--- config.mk ---
export PLATFORM = sky130hd
export DESIGN_NAME = gate_dispatch
export DESIGN_NICKNAME = d
export VERILOG_FILES = /design/src/rtl/gate_dispatch.sv
export SDC_FILE = /design/constraint.sdc
export NUM_CORES = 1
export LEC_CHECK = 0
export CORE_AREA = 5 5 236 238
export CTS_CLUSTER_DIAMETER = 120
export DETAILED_ROUTE_END_ITERATION = 16
export DIE_AREA = 0 0 241 243
export DONT_BUFFER_PORTS = 1
export GPL_TIMING_DRIVEN = 0
export PLACE_DENSITY = 0.48
export SETUP_SLACK_MARGIN = 0.5
export SLEW_MARGIN = 20
export SYNTH_ARGS = -nofsm -noshare
export SYNTH_HDL_FRONTEND = slang
export SYNTH_SLANG_ARGS = --single-unit
--- constraint.sdc ---
create_clock -name clk -period 3.6 [get_ports clk]
set_input_delay 0.18 -clock clk [delete_from_list [all_inputs] [get_ports clk]]
set_output_delay 0.18 -clock clk [all_outputs]
set_load 0.01 [all_outputs]
--- src/rtl/gate_dispatch.sv ---
module gate_dispatch (
  input  logic        clk,
  input  logic        rst_n,
  input  logic        start,
  input  logic        sw_int,
  input  logic        hw_int,
  input  logic [7:0]  vector,
  input  logic [15:0] err_code,
  input  logic [31:0] cur_eip,
  input  logic [31:0] next_eip,
  input  logic [1:0]  cpl,
  input  logic [31:0] eflags,
  input  logic [31:0] esp,
  input  logic        ss_big,
  input  logic [15:0] cs_sel,
  input  logic [15:0] ss_sel,
  input  logic [15:0] ds_sel,
  input  logic [15:0] es_sel,
  input  logic [15:0] fs_sel,
  input  logic [15:0] gs_sel,
  input  logic [31:0] idt_base,
  input  logic [15:0] idt_limit,
  output logic        rd_req,
  output logic [1:0]  rd_kind,
  output logic [31:0] rd_addr,
  input  logic [63:0] rd_data,
  input  logic        rd_ok,
  output logic        busy,
  output logic        push_valid,
  output logic        push_wide,
  output logic [31:0] push_data,
  output logic        done,
  output logic        fault,
  output logic [7:0]  fault_vec,
  output logic [15:0] fault_err,
  output logic        task_req,
  output logic [15:0] task_sel,
  output logic [15:0] new_cs,
  output logic [31:0] new_eip,
  output logic [15:0] new_ss,
  output logic [31:0] new_esp,
  output logic [1:0]  new_cpl,
  output logic [31:0] new_eflags
);
  typedef enum logic [3:0] {S_IDLE, S_GREQ, S_GCHK, S_CREQ, S_CCHK,
                            S_TREQ, S_TCHK, S_SREQ, S_SCHK, S_PUSH} st_t;
  st_t state;

  logic [4:0]  gtype;
  logic [31:0] goff, run_esp;
  logic [15:0] gsel, nss;
  logic [1:0]  tdpl;
  logic        inner, sbig;
  logic [3:0]  pcnt, npush;
  logic [31:0] plist [0:9];

  logic        f;
  logic [7:0]  fv;
  logic [15:0] fe;

  wire        vm       = eflags[17];
  wire [15:0] vec_err  = {5'd0, vector, 3'b010};
  wire        lim_bad  = {5'd0, vector, 3'b111} > idt_limit;
  wire [15:0] sel_err  = {gsel[15:2], 2'b00};
  wire [15:0] nss_err  = {nss[15:2], 2'b00};
  wire [1:0]  d_dpl    = rd_data[46:45];
  wire        to_inner = !rd_data[42] && (d_dpl < cpl);
  wire        has_err  = !sw_int && !hw_int &&
                         (vector == 8'd8  || vector == 8'd10 || vector == 8'd11 ||
                          vector == 8'd12 || vector == 8'd13 || vector == 8'd14 ||
                          vector == 8'd17);
  wire [31:0] saved_eip = sw_int ? next_eip : cur_eip;
  wire [15:0] dec16     = gtype[3] ? 16'd4 : 16'd2;
  wire [31:0] dec_esp   = run_esp - {16'd0, dec16};
  wire [31:0] esp_dec   = sbig ? dec_esp : {run_esp[31:16], dec_esp[15:0]};
  wire        gate_ok   = (rd_data[44:40] == 5'd6)  || (rd_data[44:40] == 5'd7) ||
                          (rd_data[44:40] == 5'd14) || (rd_data[44:40] == 5'd15);

  assign busy       = state != S_IDLE;
  assign rd_req     = (state == S_GREQ) || (state == S_CREQ) ||
                      (state == S_TREQ) || (state == S_SREQ);
  assign rd_kind    = (state == S_TREQ) ? 2'd2 : (state == S_GREQ) ? 2'd0 : 2'd1;
  assign rd_addr    = (state == S_GREQ) ? idt_base + {21'd0, vector, 3'b000} :
                      (state == S_TREQ) ? {30'd0, tdpl} :
                      (state == S_SREQ) ? {16'd0, nss} : {16'd0, gsel};
  assign push_valid = state == S_PUSH;
  assign push_wide  = gtype[3];
  assign push_data  = gtype[3] ? plist[pcnt] : {16'd0, plist[pcnt][15:0]};

  always_comb begin
    int k;
    for (int i = 0; i < 10; i++) plist[i] = '0;
    k = 0;
    if (inner && vm) begin
      plist[0] = {16'd0, gs_sel}; plist[1] = {16'd0, fs_sel};
      plist[2] = {16'd0, ds_sel}; plist[3] = {16'd0, es_sel};
      k = 4;
    end
    if (inner) begin
      plist[k] = {16'd0, ss_sel}; plist[k+1] = esp;
      k = k + 2;
    end
    plist[k] = eflags; plist[k+1] = {16'd0, cs_sel}; plist[k+2] = saved_eip;
    k = k + 3;
    if (has_err) begin
      plist[k] = {16'd0, err_code};
      k = k + 1;
    end
    npush = 4'(k);
  end

  always_comb begin
    f = 1'b0; fv = 8'd13; fe = 16'd0;
    case (state)
      S_IDLE: if (start && lim_bad) begin f = 1'b1; fe = vec_err; end
      S_GCHK: begin
        fe = vec_err;
        if (rd_data[44:40] == 5'd5) begin
          if (!rd_data[47]) begin f = 1'b1; fv = 8'd11; end
        end else if (!gate_ok) f = 1'b1;
        else if (sw_int && d_dpl < cpl) f = 1'b1;
        else if (!rd_data[47]) begin f = 1'b1; fv = 8'd11; end
        else if (rd_data[31:18] == 14'd0) begin f = 1'b1; fe = 16'd0; end
      end
      S_CCHK: begin
        fe = sel_err;
        if (!rd_ok || !rd_data[44] || !rd_data[43] || d_dpl > cpl) f = 1'b1;
        else if (!rd_data[47]) begin f = 1'b1; fv = 8'd11; end
        else if (!to_inner && vm) f = 1'b1;
      end
      S_TCHK: begin
        fv = 8'd10; fe = {rd_data[47:34], 2'b00};
        if (rd_data[47:34] == 14'd0 || rd_data[33:32] != tdpl) f = 1'b1;
      end
      S_SCHK: begin
        fv = 8'd10; fe = nss_err;
        if (!rd_ok || d_dpl != tdpl || !rd_data[44] || rd_data[43] ||
            !rd_data[41] || !rd_data[47]) f = 1'b1;
      end
      default: ;
    endcase
  end

  always_ff @(posedge clk or negedge rst_n) begin
    if (!rst_n) begin
      state <= S_IDLE; gtype <= '0; goff <= '0; gsel <= '0; nss <= '0;
      tdpl <= '0; inner <= 1'b0; sbig <= 1'b0; run_esp <= '0; pcnt <= '0;
      done <= 1'b0; fault <= 1'b0; fault_vec <= '0; fault_err <= '0;
      task_req <= 1'b0; task_sel <= '0; new_cs <= '0; new_eip <= '0;
      new_ss <= '0; new_esp <= '0; new_cpl <= '0; new_eflags <= '0;
    end else begin
      done <= 1'b0; fault <= 1'b0; task_req <= 1'b0;
      if (f) begin
        done <= 1'b1; fault <= 1'b1; fault_vec <= fv; fault_err <= fe;
        state <= S_IDLE;
      end else begin
        case (state)
          S_IDLE: if (start) state <= S_GREQ;
          S_GREQ: state <= S_GCHK;
          S_GCHK:
            if (rd_data[44:40] == 5'd5) begin
              task_req <= 1'b1; task_sel <= rd_data[31:16]; done <= 1'b1;
              state <= S_IDLE;
            end else begin
              gtype <= rd_data[44:40];
              goff  <= {rd_data[63:48], rd_data[15:0]};
              gsel  <= rd_data[31:16];
              state <= S_CREQ;
            end
          S_CREQ: state <= S_CCHK;
          S_CCHK:
            if (to_inner) begin
              tdpl <= d_dpl; state <= S_TREQ;
            end else begin
              tdpl <= cpl; run_esp <= esp; sbig <= ss_big; inner <= 1'b0;
              pcnt <= '0; state <= S_PUSH;
            end
          S_TREQ: state <= S_TCHK;
          S_TCHK: begin
            nss <= rd_data[47:32]; run_esp <= rd_data[31:0]; state <= S_SREQ;
          end
          S_SREQ: state <= S_SCHK;
          S_SCHK: begin
            sbig <= rd_data[54]; inner <= 1'b1; pcnt <= '0; state <= S_PUSH;
          end
          S_PUSH: begin
            run_esp <= esp_dec;
            pcnt    <= pcnt + 4'd1;
            if (pcnt == npush - 4'd1) begin
              done       <= 1'b1;
              new_esp    <= esp_dec;
              new_cs     <= {gsel[15:2], tdpl};
              new_cpl    <= tdpl;
              new_eip    <= goff;
              new_ss     <= inner ? {nss[15:2], tdpl} : ss_sel;
              new_eflags <= eflags & ~32'h0003_4100 & ~(gtype[0] ? 32'h0 : 32'h0000_0200);
              state      <= S_IDLE;
            end
          end
          default: state <= S_IDLE;
        endcase
      end
    end
  end

  assert_one_activity_R11: assert property (@(posedge clk) disable iff (!rst_n)
    $onehot0({rd_req, push_valid, done}));
  assert_no_push_before_fault_R11: assert property (@(posedge clk) disable iff (!rst_n)
    fault |-> !$past(push_valid));
  assert_narrow_push_R5: assert property (@(posedge clk) disable iff (!rst_n)
    push_valid && !push_wide |-> push_data[31:16] == 16'd0);
  assert_target_not_outer_R4: assert property (@(posedge clk) disable iff (!rst_n)
    done && !fault && !task_req |-> new_cpl <= cpl);
  assert_flags_cleared_R9: assert property (@(posedge clk) disable iff (!rst_n)
    done && !fault && !task_req |-> (new_eflags & 32'h0003_4100) == 32'h0);
  assert_read_while_busy_R1: assert property (@(posedge clk) disable iff (!rst_n)
    rd_req |-> busy);
endmodule

==> results.md <==
- Worst min path class: in2async
- DRT Pass-1 Iters: 7
- Detailed router's first-iteration violation count: 1702
- CP Launch Type: flop
- Gp weighted congestion: approximately 0.94
- Synth top area cells: dfrtp_1 39%, nand2_1 9.1%, mux2i_1 6.9%
- Critical Path Fanout Max: 3
- Asr flop ratio synth: 1.00
- First-pass GRT wire length: ~130 mm
- Post-synth cell types: 76
- Final design utilization: 0.432
- Synthesized area: approximately 18000 µm²
- M3 GR Usage: 0.0930
- Input/output buffers: 0
- Leakage: 10.5 nW
- CP max stage cell: dfrtp_2
- Initial Util: 0.330
- Clk_lat worst skew: 0.57 ns
- Synthesized flop and latch total: 272
- Die Span X: 241 µm
- Hold Slack: -0.694 ns
- I/O Pins: 612
- Routed wire length: 95.4 mm
- Residual DRC: 0
- Initial antenna violation count: 10
- Clock Skews: 0.0220 ns
- Via count: 18000
- Yosys warns: 0
- Mapped Avg Cell Area: 8.63 µm²
- Met2 usage: 0.502
- Critical path, cell by cell: clkinv_4 -> buf_6 -> fa_2 -> or4_4 -> or3_1 -> clkbuf_8 -> or4_4 -> buf_6 -> xor2_4 -> nor2_1 -> a221oi_2 -> o21ai_1
- Area Growth Syn to Fin: 31.0%
- Synth Instances: a little over 2000
- Least-Margin Pin Slew: 1.07 ns
- Root Buffer: clkbuf_16
- Share of the synthesized area in the top cell type: 0.387
- CTS tree: built
- Post-DP HPWL: ~71 mm
- CTS Buffer Depth: 3
- Share of cells above drive strength 1: 0.189
- H-tree Lvls: 2
- Main synth FF type: dfrtp_1
- Worst VDD drop: about 0.28 mV
- Number of synthesized flops with an enable pin: 0
- Power Density: around 790 nW/µm²
- Commonest non-fill, non-tap cells in the layout: 419 x nand2_1, 271 x dfrtp_1, 150 x dlygate4sd3_1
- GR Overflow Total: 0
- Core Box Area: 53400 µm²
- Hold Buf Count CTS: 150
- Setup crit end kind: flop
- Max Freq: 306 MHz
- GR Util All Layers: 0.307
- Layout Nets: 2689
- Setup Viol. Count Final: 0
- Sequential-to-total area share from yosys stat: 0.387
- Maxcap violations: 0
- GR Util met1: 0.397
- Commonest non-fill, non-tap cell in the layout: nand2_1
- Clock slew at the register clock pins of the worst setup and hold paths: 0.06 ns
- Largest net degree at the start of global routing: about 270
- Vias in the first global route: 17800
- Synth area leader: dfrtp_1
- Required time worst endpoint: between 4 and 5 ns
- Final hold vios: 272
- Total negative slack: 0 ns
- DRT antenna net count: 0
- Worst Path Arrival: 3.71 ns
- Slew Viols, Final: 0
- Die area: 58600 µm²
- Violated checks: negative hold slack
- Period utilisation layout: 0.908
- Power, Total: 18.3 mW
- Unrepaired setup endpoints after global routing: yes
- Kind of critical path: reg2reg
- Drt wl/cell: about 31 µm
- GRT busiest layer: met2
- Clock tree sinks: 272
- Die H: between 200 and 250 µm
- Status: finished, violations left
- CTS buffer count: 36
- Slew HR: 0.289
- Max incr delay on CP: 0.50 ns
- Via density: 5.96
- Final Critical Period: 3.27 ns
- Row cnt: 85
## cell usage after synthesis (12+ instances only)
library cell and instances:
ha_1 21, xor2_1 24, o211ai_1 13, clkbuf_1 124
nor2_1 123, o21ai_0 175, nor3_1 22, a21oi_1 102
mux2_2 103, a22o_1 22, inv_1 35, a221oi_1 22
nand2_1 428, nand4_1 17, o22ai_1 20, a222oi_1 23
a22oi_1 16, or3_1 16, nor4_1 16, dfrtp_1 272
nand3_1 33, xnor2_1 29, mux2i_1 121, nand2b_1 19
a31oi_1 23, and3_1 12
## sequential cells by signal (all words and copies together) (netlist names)
register and count:
fault_err 15, gsel 16, task_sel 16, new_eflags 28, nss 16, inner 1, sbig 1, gtype 2
new_eip 32, new_cs 16, fault 1, new_esp 32, run_esp 32, fault_vec 4, pcnt 4, done 1
new_ss 16, goff 32, tdpl 2, task_req 1, state 4
## where the power goes
| part | switching, mW | internal, mW |
|---|---|---|
| combinational | 5.09 | 3.98 |
| clock | 1.53 | 2.15 |
| sequential | 1.41 | 4.12 |
| total | 8.03 | 10.2 |
## cells by family after synthesis
family,share of synthesized area
compound gates,0.183
mux,0.149
flops,0.387
fa+ha+maj,0.0178
buf+inv,0.0492
simple gates,0.187
xor+xnor,0.0264
other cells,0.000213
## critical path, delay by kind of cell (launching register included)
family	cells	cell delay, ns
compound gates	2	0.29
xor+xnor	1	0.14
fa+ha+maj	1	0.38
buf+inv	4	0.57
flops	1	0.50
simple gates	4	1.26
## layer usage
| layer | share of wire | wire length [µm] |
|---|---|---|
| met1 | 0.40 | 38200 |
| met2 | 0.47 | 44800 |
| met3 | 0.098 | 9350 |
| met4 | 0.032 | 3050 |
| met5 | 0.00022 | 21 |
## cell type report
cell class / instances / area [µm²]
multi-input cells: 1574 / 10600
fillers: 5317 / 30300
clock buffers: 49 / 1020
plain buffers: 164 / 1050
clock inverters: 14 / 171
inverters: 38 / 153
flip-flops and latches: 272 / 6810
well taps: 696 / 871
diodes: 12 / 30.0
repair buffers: 211 / 2340
## worst paths after layout
| check | slack (ns) | from | cells after the start | end |
|---|---|---|---|---|
| hold / removal | -0.69 | rst_n | 0 | task_sel[12]$_DFFE_PN0P_ |
| setup / recovery | 0.33 | gtype[3]$_DFFE_PN0P_ | 12 | run_esp[23]$_DFFE_PN0P_ |
| setup reg to reg | 0.33 | gtype[3]$_DFFE_PN0P_ | 12 | run_esp[23]$_DFFE_PN0P_ |
| max in group asynchronous | 3.97 | rst_n | 0 | new_eflags[20]$_DFFE_PN0P_ |
| min in group clk | 0.05 | start | 4 | state[0]$_DFFE_PN0P_ |
| hold reg to reg | 0.47 | goff[13]$_DFFE_PN0P_ | 2 | new_eip[13]$_DFFE_PN0P_ |
## through the flow
stage	std cells	worst slack (ns)	cell area (µm²)
3_3_place_gp	2744	-1.09	18500
5_1_grt	3019	0.240	23000
3_5_place_dp	2745	-1.11	18600
4_1_cts	2996	0.260	22400
6_report	3030	0.333	23100
2_1_floorplan	2048	0.493	17700
## what timing repair did
action | in CTS | in global routing
pin swaps | 12 | 20
gates cloned | 8 | 1
hold endpoints to repair | 445 | 272
gates resized for setup | 203 | 171
setup endpoints to repair | 314 | 262
setup buffers | 30 | 21
No activity file was read; power rests on OpenSTA's default activity.
